[src/rtl/vrb_pkg.sv]
package vrb_pkg;
    localparam logic [7:0] CMD_MARK    = 8'hAF;
    localparam logic [7:0] CMD_REGWR   = 8'h20;
    localparam logic [7:0] ADR_LOCK    = 8'hFF;
    localparam logic [7:0] VAL_LOCK    = 8'h00;
    localparam logic [7:0] VAL_UNLOCK  = 8'hFF;

    localparam int ADR_DEPTH   = 8'h00;
    localparam int ADR_FB16    = 8'h20;
    localparam int ADR_FB8     = 8'h26;
    localparam int ADR_TIMING0 = 8'h01;
    localparam int N_TIMING    = 12;
    localparam int ADR_PCLK    = 8'h1B;
    localparam int ADR_BLANK   = 8'h1F;

    typedef enum logic [2:0] {
        ST_PREFIX,
        ST_CODE,
        ST_ADDR,
        ST_VALUE,
        ST_SKIP
    } parse_state_t;
endpackage

[src/rtl/vrb_parser.sv]
module vrb_parser
    import vrb_pkg::*;
#(
    parameter int AW = 8
) (
    input  logic          clk,
    input  logic          rst_n,
    input  logic          in_valid,
    input  logic [7:0]    in_data,
    output logic          wr_en,
    output logic [AW-1:0] wr_addr,
    output logic [7:0]    wr_data,
    output logic          err_q
);
    parse_state_t state_q, state_d;
    logic [AW-1:0] addr_q;

    // state register
    always_ff @(posedge clk) begin
        if (!rst_n) state_q <= ST_PREFIX;
        else        state_q <= state_d;
    end

    // next state
    always_comb begin
        state_d = state_q;
        if (in_valid) begin
            unique case (state_q)
                ST_PREFIX: if (in_data == CMD_MARK) state_d = ST_CODE;
                ST_CODE:   state_d = (in_data == CMD_REGWR) ? ST_ADDR : ST_SKIP;
                ST_ADDR:   state_d = ST_VALUE;
                ST_VALUE:  state_d = ST_PREFIX;
                ST_SKIP:   if (in_data == CMD_MARK) state_d = ST_CODE;
                default:   state_d = ST_PREFIX;
            endcase
        end
    end

    // outputs: address latch, error pulse, write strobe
    always_ff @(posedge clk) begin
        if (!rst_n) begin
            addr_q <= '0;
            err_q  <= 1'b0;
        end else begin
            err_q <= in_valid && (state_q == ST_PREFIX) && (in_data != CMD_MARK);
            if (in_valid && state_q == ST_ADDR) addr_q <= in_data[AW-1:0];
        end
    end

    assign wr_en   = in_valid && (state_q == ST_VALUE);
    assign wr_addr = addr_q;
    assign wr_data = in_data;

    assert_err_follows_byte_R10: assert property (@(posedge clk) disable iff (!rst_n)
        err_q |-> $past(in_valid));
    assert_err_no_write_R10: assert property (@(posedge clk) disable iff (!rst_n)
        err_q |-> !$past(wr_en));
    assert_skip_no_err_R11: assert property (@(posedge clk) disable iff (!rst_n)
        (in_valid && state_q == ST_SKIP) |=> !err_q);
endmodule

[src/rtl/vrb_bank.sv]
module vrb_bank
    import vrb_pkg::*;
#(
    parameter int NREG = 64,
    parameter int AW   = 8
) (
    input  logic                 clk,
    input  logic                 rst_n,
    input  logic                 wr_en,
    input  logic [AW-1:0]        wr_addr,
    input  logic [7:0]           wr_data,
    output logic [NREG-1:0][7:0] active
);
    logic [NREG-1:0][7:0] shadow;
    logic locked_q;
    logic lock_hit, do_lock, do_commit;

    assign lock_hit  = wr_en && (wr_addr == ADR_LOCK[AW-1:0]);
    assign do_lock   = lock_hit && (wr_data == VAL_LOCK);
    assign do_commit = lock_hit && (wr_data == VAL_UNLOCK) && locked_q;

    always_ff @(posedge clk) begin
        if (!rst_n)         locked_q <= 1'b0;
        else if (do_lock)   locked_q <= 1'b1;
        else if (do_commit) locked_q <= 1'b0;
    end

    for (genvar g = 0; g < NREG; g++) begin : g_reg
        always_ff @(posedge clk) begin
            if (!rst_n) begin
                shadow[g] <= '0;
                active[g] <= '0;
            end else begin
                if (wr_en && wr_addr == AW'(g)) shadow[g] <= wr_data;
                if (do_commit) active[g] <= shadow[g];
            end
        end
    end

    assert_hold_without_commit_R2: assert property (@(posedge clk) disable iff (!rst_n)
        !do_commit |=> $stable(active));
    assert_commit_copies_R3: assert property (@(posedge clk) disable iff (!rst_n)
        do_commit |=> (active == $past(shadow)));
    assert_commit_clears_lock_R4: assert property (@(posedge clk) disable iff (!rst_n)
        do_commit |=> !locked_q);
endmodule

[src/rtl/vrb_fields.sv]
module vrb_fields
    import vrb_pkg::*;
#(
    parameter int NREG = 64
) (
    input  logic [NREG-1:0][7:0]   active,
    output logic                   depth24,
    output logic [23:0]            fb16_base,
    output logic [23:0]            fb8_base,
    output logic [N_TIMING-1:0][15:0] timing,
    output logic [15:0]            pix_clk_5k,
    output logic                   power_down
);
    assign depth24    = active[ADR_DEPTH][0];
    assign fb16_base  = {active[ADR_FB16], active[ADR_FB16+1], active[ADR_FB16+2]};
    assign fb8_base   = {active[ADR_FB8], active[ADR_FB8+1], active[ADR_FB8+2]};
    assign pix_clk_5k = {active[ADR_PCLK+1], active[ADR_PCLK]};
    assign power_down = active[ADR_BLANK][0];

    for (genvar t = 0; t < N_TIMING; t++) begin : g_tim
        assign timing[t] = {active[ADR_TIMING0 + 2*t], active[ADR_TIMING0 + 2*t + 1]};
    end
endmodule

[src/rtl/vid_cmd_regbank.sv]
module vid_cmd_regbank
    import vrb_pkg::*;
#(
    parameter int NREG = 64
) (
    input  logic        clk,
    input  logic        rst_n,
    input  logic        in_valid,
    input  logic [7:0]  in_data,
    output logic        in_ready,
    output logic        err_pulse,
    output logic        depth24,
    output logic [23:0] fb16_base,
    output logic [23:0] fb8_base,
    output logic [15:0] h_disp_start,
    output logic [15:0] h_disp_end,
    output logic [15:0] v_disp_start,
    output logic [15:0] v_disp_end,
    output logic [15:0] h_end_cnt,
    output logic [15:0] hs_start,
    output logic [15:0] hs_end,
    output logic [15:0] h_pixels,
    output logic [15:0] v_end_cnt,
    output logic [15:0] vs_start,
    output logic [15:0] vs_end,
    output logic [15:0] v_pixels,
    output logic [15:0] pix_clk_5k,
    output logic        power_down
);
    localparam int AW = 8;

    logic          wr_en;
    logic [AW-1:0] wr_addr;
    logic [7:0]    wr_data;
    logic [NREG-1:0][7:0] active;
    logic [N_TIMING-1:0][15:0] timing;

    assign in_ready = 1'b1;

    vrb_parser #(.AW(AW)) u_parser (
        .clk(clk), .rst_n(rst_n), .in_valid(in_valid), .in_data(in_data),
        .wr_en(wr_en), .wr_addr(wr_addr), .wr_data(wr_data), .err_q(err_pulse)
    );

    vrb_bank #(.NREG(NREG), .AW(AW)) u_bank (
        .clk(clk), .rst_n(rst_n), .wr_en(wr_en), .wr_addr(wr_addr),
        .wr_data(wr_data), .active(active)
    );

    vrb_fields #(.NREG(NREG)) u_fields (
        .active(active), .depth24(depth24), .fb16_base(fb16_base),
        .fb8_base(fb8_base), .timing(timing), .pix_clk_5k(pix_clk_5k),
        .power_down(power_down)
    );

    assign h_disp_start = timing[0];
    assign h_disp_end   = timing[1];
    assign v_disp_start = timing[2];
    assign v_disp_end   = timing[3];
    assign h_end_cnt    = timing[4];
    assign hs_start     = timing[5];
    assign hs_end       = timing[6];
    assign h_pixels     = timing[7];
    assign v_end_cnt    = timing[8];
    assign vs_start     = timing[9];
    assign vs_end       = timing[10];
    assign v_pixels     = timing[11];
endmodule

[config.mk]
export PLATFORM = sky130hd
export DESIGN_NAME = vid_cmd_regbank
export DESIGN_NICKNAME = d
export VERILOG_FILES = /design/src/rtl/vrb_pkg.sv /design/src/rtl/vrb_parser.sv /design/src/rtl/vrb_bank.sv /design/src/rtl/vrb_fields.sv /design/src/rtl/vid_cmd_regbank.sv
export SDC_FILE = /design/constraint.sdc
export NUM_CORES = 1
export LEC_CHECK = 0
export BUFFER_PORTS_ARGS = -buffer_cell sky130_fd_sc_hd__clkbuf_2
export CAP_MARGIN = 20
export CORE_ASPECT_RATIO = 0.6
export CORE_MARGIN = 10
export CORE_UTILIZATION = 30
export DETAILED_ROUTE_END_ITERATION = 10
export SKIP_CTS_REPAIR_TIMING = 1
export SYNTH_ARGS = -nofsm -noshare
export SYNTH_HDL_FRONTEND = slang
export SYNTH_SLANG_ARGS = --single-unit
[constraint.sdc]
create_clock -name clk -period 2.5 [get_ports clk]
set_input_delay 0.125 -clock clk [delete_from_list [all_inputs] [get_ports clk]]
set_output_delay 0.125 -clock clk [all_outputs]
set_load 0.03 [all_outputs]
==> results.cfg, run 1 <==
[final_layout]
nets = 2078
antennaDiodeCount = 0
seq_area_um2 = 10590
drive_gt1_share_pct = 20.60
final_core_util_pct = 37.04
fillerInstances = 6282
multi_input_area_um2 = 7965
area_delta_synth_final_pct = 21.56

[critical_path]
cp_num_buf_inv = 2
critPathMaxStageDelay_ps = 540
r2r_cells = 6
start_kind = register
endpoint_kind = register
cp.arrival_ps = 2780
crit_type = reg -> reg
crit_family = simple AND/OR/NAND/NOR gates
regToRegSetupSlack_ps = 240
cp_max_fo = 33
path_depth = 6
r2r_end = u_bank.active[116]
cp_common_cell = buf_12
crit_chain = nand3_1 -> nor4_4 -> and3_4 -> buf_12 -> buf_12 -> mux2i_1
cp.required_ps = 3020
cpMaxStageDelayCell = dfxtp_1
worstReg2RegStart = u_parser.wr_addr[0]

[min_path]
min_to = u_bank.active[146]
worstHoldStart = u_bank.active[146]
hold_path.class = reg -> reg
hold_depth = 2

[timing]
setup_viol = 0
slew_viol_final = 0
final_hold_viol_count = 0
period_share_pct = 90.60
fmax_ghz = 0.4415
fin_setup_tns_ps = 0
finalClockSkew_ps = 21.45
setup_slack_ps = 235.0
worstMarginPinSlew_ps = 752.8
period_minus_slack_ps = 2265
maxSlewHeadroom_pct = 49.81
grt_setup_unrepaired = no

[job]
cap_viol_max_count = 0

[clock_network]
h-tree-depth = 2
cts_num_sinks = 529
cts_buffers = 51
ctsLongestPathBuffers = 3
cts_root_buffer = clkbuf_16
path_clk_slew_ps = 70
insertion_delay_ps = 600
cts_tree = done

[die]
die_x_um = 346.8
rows = 71
die-area_um2 = 74920
die_h_um = 216.1
coreArea_um2 = 63070
pin_count = 271
initial_core_util_pct = 30.47

[synthesis]
synth_area_leader_cell = dfxtp_1
yosysWarnings = 0
synth-edff-count = 0
ys_top_cells_by_count = nand2_1 (537), dfxtp_1 (529), mux2i_1 (524), clkbuf_1 (94), nor2b_1 (20)
synth_most_common_cell = nand2_1
synthDistinctLibCells = 37
async_flop_share_pct = 0
synth_seq_cells = 529
synthTopCellsByArea = dfxtp_1 (55%), mux2i_1 (27%), nand2_1 (10%)
synth_area_um2 = 19220
synth.net_count = 1824
synth.avg_cell_area_um2 = 10.60
synthCells = 1813
ys_seq_area_share_pct = 55.10
yosysTopAreaCellShare_pct = 55.10
synth_flop_cell = dfxtp_1

[routing]
first_pass_iters = 4
ant_nets = 0
drtIter0Drc = 757
viasPerCell = 4.557
vias = 13430
wirelength_um = 55330
detail_route.wl_per_cell_um = 18.78
post-route-drc-count = 0

[power]
vdd_ir_drop_max_mv = 0.4821
p_leak_nw = 9.375
powerDensity_nw_per_um2 = 725.2

[placed_design]
hpwl_um = 37290
gp_congestion = 0.7552
io_buffers = 269
place_ws_ps = 274.0

[grt]
track_usage_pct = 14.25
grt_max_degree = 167
overflow = 0
first_global_vias = 13750
grt_pass1_wl_um = 83910
antenna_found_initial = 1

[run_status]
status = completed
==> metrics by stage <==
step	instance area, um^2	total power, mW	cells	hold slack, ps
2_1_floorplan	19220	8.804	1813	291.2
3_3_place_gp	21490	8.971	2841	442.0
3_5_place_dp	21490	8.974	2841	446.4
4_1_cts	23240	17.22	2934	-136.0
5_1_grt	23360	17.58	2946	467.5
6_report	23360	16.94	2946	453.5
==> cells in the final DEF, fill, tap and decap left out, types with 3 or more instances in the layout <==
master and instances:
nand2_1 529, dfxtp_1 529, mux2i_1 524, clkbuf_2 268
clkbuf_16 53, buf_4 37, nor2b_1 20, nand3_1 14
dlygate4sd3_1 12, buf_12 12, clkinv_2 11, nor2_4 9
nand2_2 8, clkbuf_1 8, and3_1 6, clkbuf_8 6
bufinv_16 6, nand4_1 4, nor2_2 4, nand2b_1 4
nor3_1 3, nor2_1 3, nor3b_1 3, inv_6 3
==> state kept, by name, summed over array words and instances (netlist names) <==
| signal | cells |
|---|---|
| u_bank.active | 258 |
| u_bank.locked_q | 1 |
| u_bank.shadow | 258 |
| u_parser.err_q | 1 |
| u_parser.state_q | 3 |
| u_parser.wr_addr | 8 |
==> cell families (layout without fill, tap and decap cells) <==
| logic type | after synthesis | after routing | share of synthesized area [%] |
|---|---|---|---|
| other | 1 | 1 | 0.01951 |
| AND/OR/NAND/NOR | 622 | 622 | 13.76 |
| AO/OA/AOI/OAI | 6 | 6 | 0.2214 |
| buffers and inverters | 131 | 425 | 3.607 |
| multiplexers | 524 | 524 | 27.29 |
| flip-flops | 529 | 529 | 55.10 |
==> report_power, final <==
part	internal (mW)	switching [mW]
Combinational	0.0695	0.294
Sequential	8.43	0.000931
Clock	4.71	3.45
==> final cells by class <==
type	instances	share of cell area (%)
clock buffer	67	6.159
clock inverter	26	1.355
inverter	2	0.03213
multi-input combinational	1153	34.09
sequential	529	45.33
tap	839	4.493
timing repair buffer	330	8.537
==> how the worst max path moves through the flow <==
| stage | start | end | slack, ps |
|---|---|---|---|
| after floorplan | u_parser.wr_addr[1] | u_bank.active[128] | 610 |
| final | u_parser.wr_addr[0] | u_bank.active[116] | 240 |
| after global routing | u_parser.wr_addr[0] | u_bank.active[86] | 100 |
| after global placement | u_parser.wr_addr[0] | u_bank.active[231] | 370 |
| after detailed placement | u_parser.wr_addr[1] | u_bank.active[116] | 270 |
| after CTS | u_parser.wr_addr[1] | u_bank.active[116] | 260 |
==> per-layer routing <==
layer | vias to the layer above | global-route usage, % | share of wire, %
met1 | 6510 | 19.24 | 48
li1 | 6550 | - | -
met5 | - | 0 | 0
met2 | 287 | 21.92 | 44
met4 | 0 | 4.023 | 2.3
met3 | 79 | 4.146 | 6.4
==> worst min-delay path: cells and delay by family (launching register included) <==
family           cells  cell delay, ps
and+or+nand+nor      1              50
DFF                  1             310
muxes                1              50
(Power assumes the default switching activity.)
==> run 2: changes to the inputs <==
--- a/config.mk
+++ b/config.mk
@@ -8,9 +8,9 @@
 export BUFFER_PORTS_ARGS = -buffer_cell sky130_fd_sc_hd__clkbuf_2
 export CAP_MARGIN = 20
 export CORE_ASPECT_RATIO = 0.6
-export CORE_MARGIN = 10
 export CORE_UTILIZATION = 30
 export DETAILED_ROUTE_END_ITERATION = 10
+export MAX_ROUTING_LAYER = met4
 export SKIP_CTS_REPAIR_TIMING = 1
 export SYNTH_ARGS = -nofsm -noshare
 export SYNTH_HDL_FRONTEND = slang
==> run 2 against run 1 <==
Net effect: the flow now finishes with violations (DRC); routed wire length decreased by 5.1%; highest routed layer unchanged; maximum frequency decreased by 2.1%; core utilization decreased by 0.063 points.
==> results.cfg, run 2 (synthesis gave the netlist of run 1 again) <==
[timing]
final_hold_viol_count = 0
finalClockSkew_ps = 33.14
worstMarginPinSlew_ps = 862.6
fin_setup_tns_ps = 0
setup_viol = 0
fin_hold_ws_ps = 453.4
period_minus_slack_ps = 2314
maxSlewHeadroom_pct = 42.49
period_share_pct = 92.56
slew_viol_final = 0
grt_setup_unrepaired = no
fmax_ghz = 0.4321

[placed_design]
gp_congestion = 0.7708
hpwl_um = 34380
io_buffers = 269

[die]
die_x_um = 328.8
initial_core_util_pct = 30.51
coreArea_um2 = 62980
die_h_um = 198.1
pin_count = 271
rows = 71
die-area_um2 = 65110

[critical_path]
crit_type = reg -> reg
cp.arrival_ps = 2840
endpoint_kind = register
cp.required_ps = 3030
worstReg2RegStart = u_parser.state_q[1]
critPathMaxStageDelay_ps = 450
cp_max_fo = 35
start_kind = register
startpoint = u_parser.state_q[1]
cpMaxStageDelayCell = dfxtp_1
crit_chain = nand4b_2 -> nor4_4 -> and3_4 -> buf_12 -> buf_12 -> mux2i_1
crit_family = simple AND/OR/NAND/NOR gates
cp_num_buf_inv = 2
cp_common_cell = buf_12

[final_layout]
antennaDiodeCount = 0
fillerInstances = 6162
multi_input_area_um2 = 7965
drive_gt1_share_pct = 20.46
nets = 2072
area_delta_synth_final_pct = 21.18
final_cell_mix = nand2_1 (529), dfxtp_1 (529), mux2i_1 (524)
seq_area_um2 = 10590

[routing]
ant_nets = 0
first_pass_iters = 8
wirelength_um = 52520
viasPerCell = 4.559
drtIter0Drc = 835
vias = 13410
detail_route.wl_per_cell_um = 17.86
post-route-drc-count = 16

[run_status]
violations = DRC
status = complete, but fails checks

[grt]
first_global_vias = 12880
grt_pass1_wl_um = 77560
antenna_found_initial = 1
overflow = 0
grt_max_degree = 173
track_usage_pct = 16.09

[power]
powerDensity_nw_per_um2 = 715.0
p_leak_nw = 9.329
vdd_ir_drop_max_mv = 0.3655

[clock_network]
cts_root_buffer = clkbuf_16
cts_tree = done
cts_num_sinks = 529
h-tree-depth = 2
ctsLongestPathBuffers = 3
insertion_delay_ps = 620
cts_buffers = 51
path_clk_slew_ps = 60

[min_path]
worstHoldStart = u_bank.active[180]
hold_path.class = reg -> reg

[job]
cap_viol_max_count = 0
-- run 2: changes by cell type in the layout (fill, tap and decap cells not counted), sizes merged --
cell	before	now
buf	50	45
dlygate4sd3	12	11
inv	7	5
bufinv	6	2
clkinvlp	2	3
clkbuf	335	341
-- run 2: report_power, final --
group          total [mW]  internal, mW  switching (mW)
registers            8.43          8.43        0.000287
logic               0.357        0.0664           0.290
clock network        7.87          4.42            3.45
total                16.7          12.9            3.74
-- run 2: final timing paths --
check	endpoint	slack, ps	depth (start not counted)
worst max-delay path	u_bank.active[24]	190	6
worst min-delay path	u_bank.active[180]	450	2
worst max register to register	u_bank.active[24]	190	6
worst min register to register	u_bank.active[180]	450	2
-- run 2: per-stage QoR --
step | setup slack [ps] | utilization [%] | total power, mW | area, um^2 | cells
2_1_floorplan | 608.5 | - | 8.804 | 19220 | 1813
3_3_place_gp | 355.9 | 34.08 | 8.961 | 21460 | 2836
3_5_place_dp | 269.2 | 34.08 | 8.967 | 21460 | 2836
4_1_cts | 227.6 | 36.80 | 16.92 | 23180 | 2930
5_1_grt | 75.75 | 36.98 | 17.29 | 23290 | 2941
6_report | 186.0 | 36.98 | 16.65 | 23290 | 2941
-- run 2: layer usage --
layer	routed length (um)	global-route usage (%)
met5	0	-
met4	920	4.289
met3	2823	3.516
met2	22390	23.09
met1	26390	22.55
-- run 2: layout make-up --
| type | count | share of cell area, % |
|---|---|---|
| clock buffer | 73 | 6.436 |
| clock inverter | 21 | 0.9402 |
| timing repair buffer | 324 | 8.413 |
| sequential | 529 | 45.47 |
| tap | 839 | 4.507 |
| inverter | 2 | 0.03223 |
| multi-input combinational | 1153 | 34.20 |
-- run 2: worst reg2reg max path: stages (launching register included) --
cell and delay, ps:
dfxtp_1 450, nand4b_2 220, nor4_4 380, and3_4 330, buf_12 250, buf_12 330
mux2i_1 240
